### config.mk
export PLATFORM = sky130hd
export DESIGN_NAME = status_priv_unit
export DESIGN_NICKNAME = d
export VERILOG_FILES = /design/src/rtl/psu_pkg.sv /design/src/rtl/psu_word_reg.sv /design/src/rtl/psu_stack_bank.sv /design/src/rtl/psu_view.sv /design/src/rtl/status_priv_unit.sv
export SDC_FILE = /design/constraint.sdc
export NUM_CORES = 1
export LEC_CHECK = 0
export CELL_PAD_IN_SITES_DETAIL_PLACEMENT = 1
export CELL_PAD_IN_SITES_GLOBAL_PLACEMENT = 1
export CORE_MARGIN = 8
export CORE_UTILIZATION = 38
export CTS_CLUSTER_SIZE = 14
export DETAILED_ROUTE_END_ITERATION = 10
export GPL_TIMING_DRIVEN = 1
export PLACE_DENSITY = 0.85
export SKIP_LAST_GASP = 1
export SYNTH_ARGS = -nofsm -noshare
export SYNTH_HDL_FRONTEND = slang
export SYNTH_SLANG_ARGS = --single-unit
export TNS_END_PERCENT = 10
### constraint.sdc
create_clock -name clk -period 2.3 [get_ports clk]
set_clock_uncertainty 0.2 [all_clocks]
set_input_delay 0.23 -clock clk [delete_from_list [all_inputs] [get_ports clk]]
set_output_delay 0.23 -clock clk [all_outputs]
set_load 0.05 [all_outputs]
### src/rtl/psu_pkg.sv
package psu_pkg;
  localparam int WORD_W  = 16;
  localparam int FLAG_W  = 5;
  localparam int MASK_LO = 8;
  localparam int MASK_W  = 3;
  localparam int BIT_MST = 12;
  localparam int BIT_SUP = 13;
  localparam int TRC_LO  = 14;
  localparam int STK_NUM = 3;
  localparam logic [WORD_W-1:0] KEEP_BITS = 16'hF71F;

  typedef enum logic [1:0] {
    STK_USER = 2'd0,
    STK_INTR = 2'd1,
    STK_MSTR = 2'd2
  } stk_sel_e;

  function automatic logic [WORD_W-1:0] legalize(input logic [WORD_W-1:0] w);
    return w & KEEP_BITS;
  endfunction
endpackage

### src/rtl/psu_word_reg.sv
module psu_word_reg
  import psu_pkg::*;
#(
  parameter int RST_MASK = 7
) (
  input  logic              clk,
  input  logic              rst,
  input  logic              wr_full,
  input  logic              wr_low,
  input  logic [WORD_W-1:0] wr_data,
  input  logic              flag_upd,
  input  logic [FLAG_W-1:0] flag_in,
  input  logic              exc_enter,
  input  logic              exc_return,
  input  logic [WORD_W-1:0] ret_word,
  output logic [WORD_W-1:0] status_q,
  output logic [WORD_W-1:0] saved_q,
  output logic              viol_q
);
  localparam logic [WORD_W-1:0] RST_WORD =
    WORD_W'(1 << BIT_SUP) | WORD_W'((RST_MASK % 8) << MASK_LO);

  logic [WORD_W-1:0] nxt;
  logic              viol_d;
  logic              save_d;
  logic              sup;

  assign sup = status_q[BIT_SUP];

  always_comb begin
    nxt    = status_q;
    viol_d = 1'b0;
    save_d = 1'b0;
    if (exc_enter) begin
      save_d                 = 1'b1;
      nxt[BIT_SUP]           = 1'b1;
      nxt[TRC_LO +: 2]       = 2'b00;
    end else if (exc_return) begin
      if (sup) nxt = legalize(ret_word);
      else     viol_d = 1'b1;
    end else if (wr_full) begin
      if (sup) nxt = legalize(wr_data);
      else     viol_d = 1'b1;
    end else if (wr_low) begin
      nxt[7:0] = {3'b000, wr_data[FLAG_W-1:0]};
    end else if (flag_upd) begin
      nxt[FLAG_W-1:0] = flag_in;
    end
  end

  always_ff @(posedge clk) begin
    if (rst) begin
      status_q <= RST_WORD;
      saved_q  <= '0;
      viol_q   <= 1'b0;
    end else begin
      status_q <= nxt;
      viol_q   <= viol_d;
      if (save_d) saved_q <= status_q;
    end
  end

  AST_USER_FULL_BLOCKED: assert property (@(posedge clk) disable iff (rst)
    (!status_q[BIT_SUP] && wr_full && !exc_enter && !exc_return)
      |=> ($stable(status_q) && viol_q));

  AST_ENTRY_SUPER: assert property (@(posedge clk) disable iff (rst)
    exc_enter |=> (status_q[BIT_SUP] && status_q[TRC_LO +: 2] == 2'b00));

  AST_ENTRY_SAVE: assert property (@(posedge clk) disable iff (rst)
    exc_enter |=> (saved_q == $past(status_q)));

  AST_USER_RET_BLOCKED: assert property (@(posedge clk) disable iff (rst)
    (!status_q[BIT_SUP] && exc_return && !exc_enter)
      |=> ($stable(status_q) && viol_q));
endmodule

### src/rtl/psu_stack_bank.sv
module psu_stack_bank
  import psu_pkg::*;
#(
  parameter int SP_W   = 32,
  parameter int RST_SP = 0
) (
  input  logic            clk,
  input  logic            rst,
  input  logic [1:0]      sel,
  input  logic            wr_en,
  input  logic [SP_W-1:0] wdata,
  output logic [SP_W-1:0] rdata
);
  logic [SP_W-1:0] bank_q [STK_NUM];

  for (genvar g = 0; g < STK_NUM; g++) begin : g_bank
    always_ff @(posedge clk) begin
      if (rst)                          bank_q[g] <= SP_W'(RST_SP);
      else if (wr_en && sel == 2'(g))   bank_q[g] <= wdata;
    end
  end

  always_comb begin
    case (sel)
      STK_INTR: rdata = bank_q[1];
      STK_MSTR: rdata = bank_q[2];
      default:  rdata = bank_q[0];
    endcase
  end

  AST_BANK_WRITE: assert property (@(posedge clk) disable iff (rst)
    wr_en |=> ((sel != $past(sel)) || rdata == $past(wdata)));
endmodule

### src/rtl/psu_view.sv
module psu_view
  import psu_pkg::*;
(
  input  logic              clk,
  input  logic              rst,
  input  logic [WORD_W-1:0] status,
  output logic              is_super,
  output logic [MASK_W-1:0] irq_mask,
  output logic [1:0]        trace_mode,
  output logic              trace_illegal,
  output logic [1:0]        sp_sel
);
  logic [1:0] trc;
  assign trc           = status[TRC_LO +: 2];
  assign is_super      = status[BIT_SUP];
  assign irq_mask      = status[MASK_LO +: MASK_W];
  assign trace_illegal = (trc == 2'b11);
  assign trace_mode    = trace_illegal ? 2'b00 : trc;

  always_comb begin
    if (!status[BIT_SUP])     sp_sel = STK_USER;
    else if (status[BIT_MST]) sp_sel = STK_MSTR;
    else                      sp_sel = STK_INTR;
  end

  AST_RSV_ZERO: assert property (@(posedge clk) disable iff (rst)
    (status[7:5] == 3'b000 && status[11] == 1'b0));

  AST_TRACE_BAD_IDLE: assert property (@(posedge clk) disable iff (rst)
    trace_illegal |-> (trace_mode == 2'b00));
endmodule

### src/rtl/status_priv_unit.sv
module status_priv_unit
  import psu_pkg::*;
#(
  parameter int SP_W     = 32,
  parameter int RST_MASK = 7,
  parameter int RST_SP   = 0
) (
  input  logic             clk,
  input  logic             rst,
  input  logic             wr_full,
  input  logic             wr_low,
  input  logic [15:0]      wr_data,
  input  logic             flag_upd,
  input  logic [4:0]       flag_in,
  input  logic             exc_enter,
  input  logic             exc_return,
  input  logic [15:0]      ret_word,
  input  logic             sp_wr,
  input  logic [SP_W-1:0]  sp_wdata,
  output logic [15:0]      status_word,
  output logic [15:0]      saved_word,
  output logic             is_super,
  output logic [2:0]       irq_mask,
  output logic [1:0]       trace_mode,
  output logic             trace_illegal,
  output logic [1:0]       sp_sel,
  output logic [SP_W-1:0]  sp_rdata,
  output logic             priv_viol
);
  logic [WORD_W-1:0] st;

  psu_word_reg #(.RST_MASK(RST_MASK)) u_word (
    .clk(clk), .rst(rst),
    .wr_full(wr_full), .wr_low(wr_low), .wr_data(wr_data),
    .flag_upd(flag_upd), .flag_in(flag_in),
    .exc_enter(exc_enter), .exc_return(exc_return), .ret_word(ret_word),
    .status_q(st), .saved_q(saved_word), .viol_q(priv_viol)
  );

  psu_view u_view (
    .clk(clk), .rst(rst), .status(st),
    .is_super(is_super), .irq_mask(irq_mask), .trace_mode(trace_mode),
    .trace_illegal(trace_illegal), .sp_sel(sp_sel)
  );

  psu_stack_bank #(.SP_W(SP_W), .RST_SP(RST_SP)) u_bank (
    .clk(clk), .rst(rst), .sel(sp_sel),
    .wr_en(sp_wr), .wdata(sp_wdata), .rdata(sp_rdata)
  );

  assign status_word = st;
endmodule

==> results.yml <==
status:
  status: "completed"
worst_setup_path:
  endpoint_kind: "primary output"
  ff2ff_path_depth: 4
  reg2reg_setup_slack_ns: 0.40
  path_delay_family: "buffers and inverters"
  critPathMaxStageDelay_ns: 0.80
  required_ns: 1.87
  path_cells: "and2_1, clkdlybuf4s50_1"
  reg2reg_to: "u_word.status_q[2]$_SDFFE_PP0P_"
  cp_max_fo: 6
  crit_type: "flip-flop to primary output"
  path_buf_inv: 1
  startpoint_type: "flip-flop"
  worstPathArrival_ns: 1.80
  slowest_stage: "clkdlybuf4s50_1"
  r2r-start: "u_word.status_q[13]$_SDFFE_PP1N_"
sta:
  holdWs_ns: 0.292
  period_needed_ns: 2.23
  slew_viol_final: 0
  period_share_pct: 97.0
  rsz0062_at_grt: "true"
  fmax_mhz: 448
  setup_viol: 0
  maxSlewHeadroom_pct: 59.4
  tightest_slew_ns: 0.609
  final.setup.tns_ns: 0
  hold_viol_final: 0
synth:
  yosys.area.top_type: "edfxtp_1"
  ys_seq_elements: 121
  muxShareOfSynthArea_pct: 10.2
  synth_simple_gate_area_share_pct: 16.5
  synth_top_family_by_area: "simple AND/OR/NAND/NOR gates"
  synth_common_cells: "and2_1, edfxtp_1, mux2i_1, nor2_1, a21oi_1"
  syn_area_sq_mm: 0.00548
  synth_flop_cell: "edfxtp_1"
  synth_area_per_cell_sq_um: 12.1
  synthTopCellsByArea: "edfxtp_1, and2_1, dfxtp_1, mux2i_1, nor2_1"
  async_reset_ff_share_pct: 0
  synth-compound-area-share_pct: 7.28
  synth_cell_type_count: 31
  synthAdderAreaFrac_pct: 0
  synth_xor_area_share_pct: 0
  ys.warnings.count: 0
  synth.most_common_cell: "and2_1"
  syn_inst: 452
  synth_top_area_share_pct: 52.6
  synth_seq_area_share_pct: 61.7
  synth_edf_count: 96
die:
  core_region_area_sq_mm: 0.0143
  die_w_um: 136
  io_pins: 151
  dieArea_sq_mm: 0.0185
  rows: 44
  die_h_um: 136
  initial_core_util_pct: 38.3
min_path:
  hold_depth: 2
  min_from: "u_word.saved_q[13]$_SDFFE_PP0P_"
  hold_class: "flip-flop to flip-flop"
  whs_endpoint: "u_word.saved_q[13]$_SDFFE_PP0P_"
detailed_routing:
  post_drt_wl_per_cell_um: 19.7
  drt_wl_total_um: 15400
  routed.top_layer: "met4"
  wirelength_met1_um: 6140
  drt-initial-drc-count: 145
  postRouteAntennaNets: 0
  wl_met3_um: 1220
  dr.pass1.iters: 4
  drc: 0
  route.met2.wl_um: 7920
  vias_per_cell: 5.06
  vias: 3957
cts:
  cts_max_level: 4
  cts_tree: "yes"
  cts_buffer_depth: 2
  cts_buffers: 17
  cts_root_buf: "clkbuf_16"
  insertion_delay_ns: 0.41
  cts_sinks: 121
  clk_pin_slew_ns: 0.05
  hold_buffers: 0
global_route:
  grt_pass1_wl_um: 23500
  grt_max_degree: 58
  grt_usage_pct: 16.9
  gr-total-overflow: 0
  grt_antenna_before_repair: 0
  grt_pass1_vias: 4252
final_layout:
  fillers: 1469
  antenna_cells: 0
  drive_gt1_share_pct: 17.1
  final_nets: 663
  final_util_pct: 56.0
  syn_to_final_growth_pct: 46.2
power:
  leakage_nw: 3.12
  power_density_mw_per_mm2: 818
  peakVddDrop_v: 0.000530
placement:
  dp_hpwl_um: 10800
  gp_congestion: 0.809
  io_buffers: 134
flow_run:
  drv_cap: 0
==> through the flow <==
stage	instance area (sq um)	std cells	worst slack, ns	power, mW
final	8010	782	0.0681	6.56
after global routing	8010	782	-0.00359	6.78
after CTS	8010	782	0.0121	6.62
after detailed placement	7470	751	0.125	4.15
after global placement	7470	751	0.200	4.11
after floorplan	5550	459	-0.230	3.41
==> what timing repair did <==
item	in CTS	in global routing
setup buffers	0	0
resized for setup	1	1
pin swaps	0	0
endpoints found under the setup margin	1	2
==> cells in the final DEF, fill, tap and decap left out, drive strengths merged <==
cell type,synthesis,routed
dlymetal6s2s,0,1
a21o,3,3
nor2,50,50
a2111oi,2,2
buf,26,53
conb,1,8
dfxtp,25,25
bufinv,0,2
mux2,5,5
clkdlybuf4s50,0,95
nor2b,4,4
nor3,5,5
a311oi,6,6
a21oi,33,33
edfxtp,96,96
clkbuf,16,20
o21a,1,1
nand2,8,8
and3,1,1
and2,98,98
a211o,4,4
a31oi,5,5
dlygate4sd2,0,1
or4,1,1
mux2i,50,50
clkinv,1,8
o21ai,2,2
inv,2,2
nand2b,1,1
a32oi,5,5
o21bai,1,1
clkinvlp,0,2
==> tightest hold or removal path, cell delays in order, from the launching register on <==
cell,delay [ns]
dfxtp_1,0.32
mux2i_1,0.06
nor2_1,0.07
==> metal layers <==
metal  vias to the layer above  global-route usage [%]
met5                         -                       0
met4                         0                    4.94
met3                        12                    6.17
met2                       140                    30.1
met1                      1952                    18.5
li1                       1853                       -
==> power breakdown <==
group          internal, mW  switching, mW  total [mW]
combinational         0.652          0.864        1.52
clock                  1.56          0.902        2.47
sequential             2.51         0.0601        2.57
total                  4.73           1.83        6.56
==> final cells by class <==
class                           instances  area, sq um  share of cell area [%]
Inverter                                3         11.3                   0.141
Clock inverter                         11          106                    1.33
Multi-Input combinational cell        293         1950                    24.3
Tap cell                              184          230                    2.87
Clock buffer                           20          437                    5.45
Sequential cell                       121         3390                    42.3
Timing Repair Buffer                  150         1900                    23.7
==> kinds of logic (layout without fill, tap and decap cells) <==
logic type / count (synthesis) / in the layout
AND/OR/NAND/NOR: 168 / 168
multiplexers: 55 / 55
buffers and inverters: 45 / 184
AO/OA/AOI/OAI: 62 / 62
flip-flops: 121 / 121
other: 1 / 8
==> worst max-delay path by stage <==
stage | slack (ns) | startpoint | endpoint | cells past startpoint
floorplan | -0.23 | u_word.status_q[12]$_SDFFE_PP0P_ | sp_rdata[19] | 4
global placement | 0.20 | rst | u_bank.bank_q[0][25]$_SDFFCE_PN0P_ | 5
detailed placement | 0.13 | rst | u_bank.bank_q[0][21]$_SDFFCE_PN0P_ | 5
CTS | 0.01 | u_word.status_q[15]$_SDFFE_PP0P_ | trace_mode[1] | 2
global route | -0.004 | u_word.status_q[15]$_SDFFE_PP0P_ | trace_illegal | 2
finish | 0.07 | u_word.status_q[15]$_SDFFE_PP0P_ | trace_illegal | 2
==> sequential cells by signal (all words and copies together), names as in the netlist <==
register         cells
u_bank.bank_q       96
u_word.status_q     12
u_word.saved_q      12
u_word.viol_q        1
Power figures use the tool's default switching activity.
